<file path="src/rtl/warp_seq_pkg.sv">
package warp_seq_pkg;
  typedef enum logic {
    GRP_FRAG = 1'b0,
    GRP_VTX  = 1'b1
  } grp_kind_e;
endpackage

</file>
<file path="src/rtl/wss_slice_ctr.sv">
module wss_slice_ctr #(
  parameter int SW = 2
) (
  input  logic          clk,
  input  logic          rst_n,
  input  logic          start,
  input  logic [SW-1:0] start_last,
  output logic          busy,
  output logic [SW-1:0] slice,
  output logic          at_last
);
  logic [SW-1:0] last_q;

  always_ff @(posedge clk) begin
    if (!rst_n) begin
      busy   <= 1'b0;
      slice  <= '0;
      last_q <= '0;
    end else if (start) begin
      busy   <= 1'b1;
      slice  <= '0;
      last_q <= start_last;
    end else if (busy) begin
      if (slice == last_q) begin
        busy  <= 1'b0;
        slice <= '0;
      end else begin
        slice <= slice + 1'b1;
      end
    end
  end

  assign at_last = busy && (slice == last_q);
endmodule

</file>
<file path="src/rtl/wss_lane_gate.sv">
module wss_lane_gate #(
  parameter int LANES = 8,
  parameter int MW    = 32,
  parameter int SW    = 2
) (
  input  logic             busy,
  input  logic [SW-1:0]    slice,
  input  logic [MW-1:0]    mask,
  output logic [LANES-1:0] lane_en
);
  function automatic logic [LANES-1:0] slice_bits(input logic [MW-1:0] m,
                                                  input logic [SW-1:0] s);
    logic [MW-1:0] shifted;
    shifted = m >> (int'(s) * LANES);
    return shifted[LANES-1:0];
  endfunction

  logic [LANES-1:0] picked;
  assign picked = slice_bits(mask, slice);

  for (genvar i = 0; i < LANES; i++) begin : g_lane
    assign lane_en[i] = busy & picked[i];
  end
endmodule

</file>
<file path="src/rtl/warp_slice_seq.sv">
module warp_slice_seq
  import warp_seq_pkg::*;
#(
  parameter int LANES    = 8,
  parameter int GRP_FRAG_THREADS = 32,
  parameter int GRP_VTX_THREADS  = 16,
  parameter int TOKW     = 16,
  localparam int GRP_MAX = GRP_FRAG_THREADS,
  localparam int FRAG_SLICES = GRP_FRAG_THREADS / LANES,
  localparam int VTX_SLICES  = GRP_VTX_THREADS / LANES,
  localparam int SW      = (FRAG_SLICES > 1) ? $clog2(FRAG_SLICES) : 1
) (
  input  logic               clk,
  input  logic               rst_n,
  input  logic               in_valid,
  output logic               in_ready,
  input  logic [TOKW-1:0]    in_token,
  input  logic               in_group_vtx,
  input  logic [GRP_MAX-1:0] in_mask,
  output logic               fu_valid,
  output logic [TOKW-1:0]    fu_token,
  output logic [SW-1:0]      fu_slice,
  output logic [LANES-1:0]   fu_lane_en,
  output logic               fu_last
);
  function automatic logic [SW-1:0] last_slice_of(input grp_kind_e k);
    return (k == GRP_VTX) ? SW'(VTX_SLICES - 1) : SW'(FRAG_SLICES - 1);
  endfunction

  function automatic logic [GRP_MAX-1:0] live_mask(input grp_kind_e k,
                                                   input logic [GRP_MAX-1:0] m);
    logic [GRP_MAX-1:0] keep;
    keep = (k == GRP_VTX) ? {{(GRP_MAX-GRP_VTX_THREADS){1'b0}}, {GRP_VTX_THREADS{1'b1}}}
                          : '1;
    return m & keep;
  endfunction

  grp_kind_e          kind_in;
  grp_kind_e          kind_q;
  logic               accept;
  logic               busy;
  logic [TOKW-1:0]    token_q;
  logic [GRP_MAX-1:0] mask_q;

  assign kind_in  = grp_kind_e'(in_group_vtx);
  assign in_ready = !busy;
  assign accept   = in_valid && in_ready;

  always_ff @(posedge clk) begin
    if (!rst_n) begin
      token_q <= '0;
      mask_q  <= '0;
      kind_q  <= GRP_FRAG;
    end else if (accept) begin
      token_q <= in_token;
      mask_q  <= live_mask(kind_in, in_mask);
      kind_q  <= kind_in;
    end
  end

  wss_slice_ctr #(.SW(SW)) u_ctr (
    .clk        (clk),
    .rst_n      (rst_n),
    .start      (accept),
    .start_last (last_slice_of(kind_in)),
    .busy       (busy),
    .slice      (fu_slice),
    .at_last    (fu_last)
  );

  wss_lane_gate #(.LANES(LANES), .MW(GRP_MAX), .SW(SW)) u_gate (
    .busy    (busy),
    .slice   (fu_slice),
    .mask    (mask_q),
    .lane_en (fu_lane_en)
  );

  assign fu_valid = busy;
  assign fu_token = token_q;
endmodule

</file>
<file path="config.mk">
export PLATFORM = sky130hd
export DESIGN_NAME = warp_slice_seq
export DESIGN_NICKNAME = d
export VERILOG_FILES = /design/src/rtl/warp_seq_pkg.sv /design/src/rtl/wss_slice_ctr.sv /design/src/rtl/wss_lane_gate.sv /design/src/rtl/warp_slice_seq.sv
export SDC_FILE = /design/constraint.sdc
export NUM_CORES = 1
export LEC_CHECK = 0
export ABC_AREA = 1
export BUFFER_PORTS_ARGS = -buffer_cell sky130_fd_sc_hd__buf_2
export CAP_MARGIN = 10
export CORE_MARGIN = 4
export CORE_UTILIZATION = 43
export DETAILED_ROUTE_END_ITERATION = 10
export PLACE_DENSITY = 0.84
export SETUP_SLACK_MARGIN = 0.1
export SYNTH_ARGS = -nofsm -noshare
export SYNTH_HDL_FRONTEND = slang
export SYNTH_SLANG_ARGS = --single-unit
</file>
<file path="constraint.sdc">
create_clock -name clk -period 1.2 [get_ports clk]
set_clock_uncertainty 0.05 [all_clocks]
set_input_delay 0 -clock clk [delete_from_list [all_inputs] [get_ports clk]]
set_output_delay 0 -clock clk [all_outputs]
set_load 0.005 [all_outputs]
</file>
[Yosys cells after proc, flatten, opt, wreduce, memory -nomap -nowiden]
Index checks and enable logic that the tools add are counted.
Cells by class
  reductions and logical operators: 4
  shifts and indexed selects: 1
  muxes and demuxes: 6
  eq/ne operators: 1
  add/sub/neg operators: 1
  bitwise logic cells: 10
Operator list (number)
  bitwise AND 32 bit: 1
  two-way mux 32 bit: 1
  >> shifter 32 x 5 -> 8 bit: 1
  bitwise AND 1 bit: 8
  two-way mux 2 bit: 2
  two-way mux 1 bit: 3
  adder 2 x 1 -> 2 bit (second input constant): 1
  equality test 2 bit: 1
  logical AND 1 bit: 2
  OR reduction 2 bit: 1
  zero test 1 bit: 1
  inverter 1 bit: 1
Word-level totals
  bits in registers: 53
  input port bits: 52

[Logic depth before layout (Yosys ltp)]
  depth in word-level cells: 4
  mapped depth: 7

[By module]
From an unflattened synthesis, not the netlist that was laid out.
Second synthesis, totals
  cell total of the unflattened synthesis: 476
  area, all modules: 2826.5 µm²
By module, submodules not included
  warp_slice_seq: cells each 346, area an instance 2178.3 µm², seq. area each 960.9 µm², times used 1
  wss_lane_gate: cells each 95, area an instance 414.1 µm², seq. area each 0.0 µm², times used 1
  wss_slice_ctr: cells each 35, area an instance 234.0 µm², seq. area each 100.1 µm², times used 1

[Worst setup path before layout]
Ideal clock, no wire load.
  path kind: register to register
  start point: register u_ctr.busy
  end point: register mask_q[15]
  stages on the path, launching flop included: 8
  period minus slack after synthesis: 1.167 ns
  setup slack: 0.033 ns
  data arrival time: 1.003 ns
  path buffers: 2
  cells stage by stage: dfxtp_1 inv_4 nand2_4 nor2_4 buf_6 buf_8 nand2_1 o21ai_2
On the way
  longest elaborated chain between the ends: 2
RTL lines
  start: declaration: RTL line wss_slice_ctr.sv:8  | output logic busy,
  start signal: assignment: RTL line wss_slice_ctr.sv:16  | busy <= 1'b0;
  start signal: assignment: RTL line wss_slice_ctr.sv:20  | busy <= 1'b1;
  start signal: assignment: RTL line wss_slice_ctr.sv:25  | busy <= 1'b0;
  zero test 1 bit: RTL line warp_slice_seq.sv:46  | assign in_ready = !busy;
  named net in_ready: RTL line warp_slice_seq.sv:16  | output logic in_ready,
  logical AND 1 bit: RTL line warp_slice_seq.sv:47  | assign accept = in_valid && in_ready;
  end signal: assignment: RTL line warp_slice_seq.sv:56  | mask_q <= live_mask(kind_in, in_mask);
  end: declaration: RTL line warp_slice_seq.sv:43  | logic [GRP_MAX-1:0] mask_q;
The timed path passes the listed nets, and every way through them passes these cells.
A chain may end at the register's enable or synchronous reset.

[Final worst setup path]
  start point: register u_ctr.slice[0]
  end point: output port fu_lane_en[6]
On the way
  longest elaborated chain between the ends: 2
RTL lines
  start: declaration: RTL line wss_slice_ctr.sv:9  | output logic [SW-1:0] slice,
  start signal: assignment: RTL line wss_slice_ctr.sv:28  | slice <= slice + 1'b1;
  >> shifter 32 x 5 -> 8 bit: RTL line wss_lane_gate.sv:14  | shifted = m >> (int'(s) * LANES);
  bitwise AND 1 bit: RTL line wss_lane_gate.sv:22  | assign lane_en[i] = busy & picked[i];
  end: declaration: RTL line warp_slice_seq.sv:23  | output logic [LANES-1:0] fu_lane_en,
Every way passes these cells.

==> flow_metrics.py <==
metrics = {
    "run_status": {
        "status": "complete, but fails checks",
        "violations": "setup timing",
    },
    "grt": {
        "grt_pass1_vias": 2587,
        "grt_pass1_wl_um": 13200,
        "grt_max_degree": 19,
        "gr-total-overflow": 0,
        "antenna_found_initial": 0,
        "grtUsageTotal_pct": 28.1,
    },
    "flow_run": {
        "maxCapViolCount": 0,
    },
    "final_layout": {
        "regArea_mm2": 0.00107,
        "drive_above_1_share_pct": 52.5,
        "n_antenna_cell": 0,
        "area_growth_syn_to_layout_pct": 84.6,
        "finalNonFillerCells": 454,
        "fin_nets": 438,
        "num-fill-cells": 244,
        "multi_input_area_mm2": 0.00113,
    },
    "sta": {
        "hold_violations": 0,
        "slew_violations": 0,
        "rsz0062_at_grt": "yes",
        "setup_viol": 61,
        "max_freq_mhz": 659,
        "tightestPinTransition_ns": 0.340,
        "post-route-period-util_pct": 126,
        "max_slew_margin_pct": 77.3,
        "setup_ws_ns": -0.317,
        "fin_crit_ns": 1.52,
    },
    "logic_synthesis": {
        "ys_seq_elements": 53,
        "syn_area_mm2": 0.00209,
        "syn-num-nets": 284,
        "yosysSeqAreaShare_pct": 50.7,
        "synth_area_per_cell_um2": 9.02,
        "synthesis.instances": 232,
        "synthTopCellsByArea": "dfxtp_1, a22o_1, a21oi_1, nand2_1, o21ai_0",
        "yosys_warnings": 0,
        "yosys.area.top_type": "dfxtp_1",
        "synth_top_area_share_pct": 50.7,
        "synth_cell_type_count": 24,
    },
    "placed_design": {
        "place.gp.congestion": 0.825,
        "dp_cells": 372,
        "post-place-ws_ns": 0.0400,
        "hpwl_um": 3850,
        "portBuffers": 80,
    },
    "floorplan": {
        "core_area_mm2": 0.00472,
        "io_pins": 81,
        "die_y_um": 77.8,
        "start_util_pct": 44.3,
        "die_area_mm2": 0.00605,
        "fp.dieW_um": 77.8,
        "rows": 25,
    },
    "setup_path": {
        "cp.arrival_ns": 1.47,
        "worstPathMaxFanout": 18,
        "slowest_stage": "dfxtp_4",
        "cp-start-kind": "register",
        "cp_data_required_time_ns": 1.15,
        "path_class": "reg2out",
        "crit_top_cell": "a21oi_2",
        "cpPeakStageDelay_ns": 0.42,
        "path_cells": "inv_8 > a21oi_2 > o21ai_1 > a21oi_2 > buf_2",
        "cp-end-kind": "output pin",
    },
    "power": {
        "p_per_area_mw_per_mm2": 1020,
        "leakagePower_nw": 1.68,
        "totalPowerFinal_w": 0.00394,
        "ir_drop_v": 0.000830,
    },
    "cts": {
        "clock_sinks": 53,
        "cts_buffer_depth": 2,
        "htreeDepth": 2,
        "clk_latency_ns": 0.33,
        "root_buffer": "clkbuf_8",
        "path_clk_slew_ns": 0.11,
        "cts_tree": "built",
        "cts_buffers": 5,
    },
    "route": {
        "vias": 2505,
        "wirelength_um": 9440,
        "antenna_left": 0,
        "drc_errors": 0,
        "drtIter0Drc": 230,
        "viasPerCell": 5.52,
        "first_pass_iters": 5,
        "wl_per_cell_um": 20.8,
    },
    "hold_path": {
        "hp-class": "in2reg",
    },
}
[path summary, 6_finish.rpt]
path              slack [ns]  cells past startpoint         endpoint           start
setup reg to reg       -0.11                      6     fu_token[10]      u_ctr.busy
hold reg to reg         0.44                      1      fu_token[3]     fu_token[3]
hold / removal          0.09                      4  u_ctr.last_q[0]        in_valid
setup / recovery       -0.32                      5    fu_lane_en[6]  u_ctr.slice[0]
[per-stage QoR]
stage / instance area (um2) / utilization [%] / setup TNS [ns] / hold slack (ns)
after floorplan: 2110 / - / 0 / 0.0627
after global placement: 2550 / 54.1 / 0 / 0.152
after detailed placement: 2550 / 54.1 / 0 / 0.157
after CTS: 3670 / 77.7 / -1.52 / 0.0469
after global routing: 3860 / 81.8 / -6.39 / 0.0830
final: 3860 / 81.8 / -4.65 / 0.0866
[cells in the final DEF (no fill, tap or decap), drive strengths merged]
cell type | synthesis | layout
xnor2 | 1 | 1
clkbuf | 1 | 6
clkinv | 2 | 3
dlygate4sd3 | 0 | 49
dfxtp | 53 | 53
nand3 | 18 | 18
xor2 | 1 | 1
inv | 23 | 27
o21ai | 32 | 32
a22o | 24 | 24
nand2 | 36 | 36
clkinvlp | 0 | 1
a21oi | 27 | 27
buf | 13 | 108
nor2 | 1 | 1
[per-layer routing]
layer	routed length (um)	vias up	GRT usage, %
li1	-	1115	-
met1	3530	1188	32.6
met2	4760	159	48.0
met3	620	43	5.45
met4	532	0	15.7
met5	0	-	0
[flip-flops by register name, indices dropped and copies added, names as in the netlist]
signal        flops
u_ctr.last_q      2
u_ctr.busy        1
u_ctr.slice       2
mask_q           32
fu_token         16
[power by group]
part           internal, W  switching, W  leakage (nW)
Sequential         0.00186     0.0000746         0.437
Clock             0.000416      0.000651        0.0445
Combinational     0.000488      0.000453          1.20
[cell type report]
type | instances | area share, %
clock buffers | 5 | 1.78
multi-input cells | 140 | 29.3
repair buffers | 158 | 34.1
repair inverters | 3 | 1.00
clock inverters | 3 | 0.550
inverters | 25 | 3.37
well taps | 67 | 2.17
flip-flops and latches | 53 | 27.7
[synth_stat cells, drive strengths merged]
library cell and instances:
a21oi 27, a22o 24, buf 13, clkbuf 1
clkinv 2, dfxtp 53, inv 23, nand2 36
nand3 18, nor2 1, o21ai 32, xnor2 1
xor2 1
[critical path: cells and delay by family, from the launching register on]
family,cells,cell delay (ns)
AOI/OAI and AO/OA,3,0.49
DFF,1,0.42
buffers and inverters,2,0.21
[kinds of logic after synthesis]
family	share of synthesized area [%]
AOI/OAI and AO/OA	24.5
and+or+nand+nor	14.0
DFF	50.7
buffers and inverters	9.92
xor gates and xnor gates	0.837
[what timing repair did]
item / 4_1_cts / 5_1_grt
gates cloned: 10 / 2
setup endpoints to repair: 61 / 62
hold endpoints to repair: 50 / 0
pin swaps: 26 / 9
setup buffers: 12 / 1
resized for setup: 87 / 39
hold buffers: 49 / 0
No activity file was read; power rests on OpenSTA's default activity.
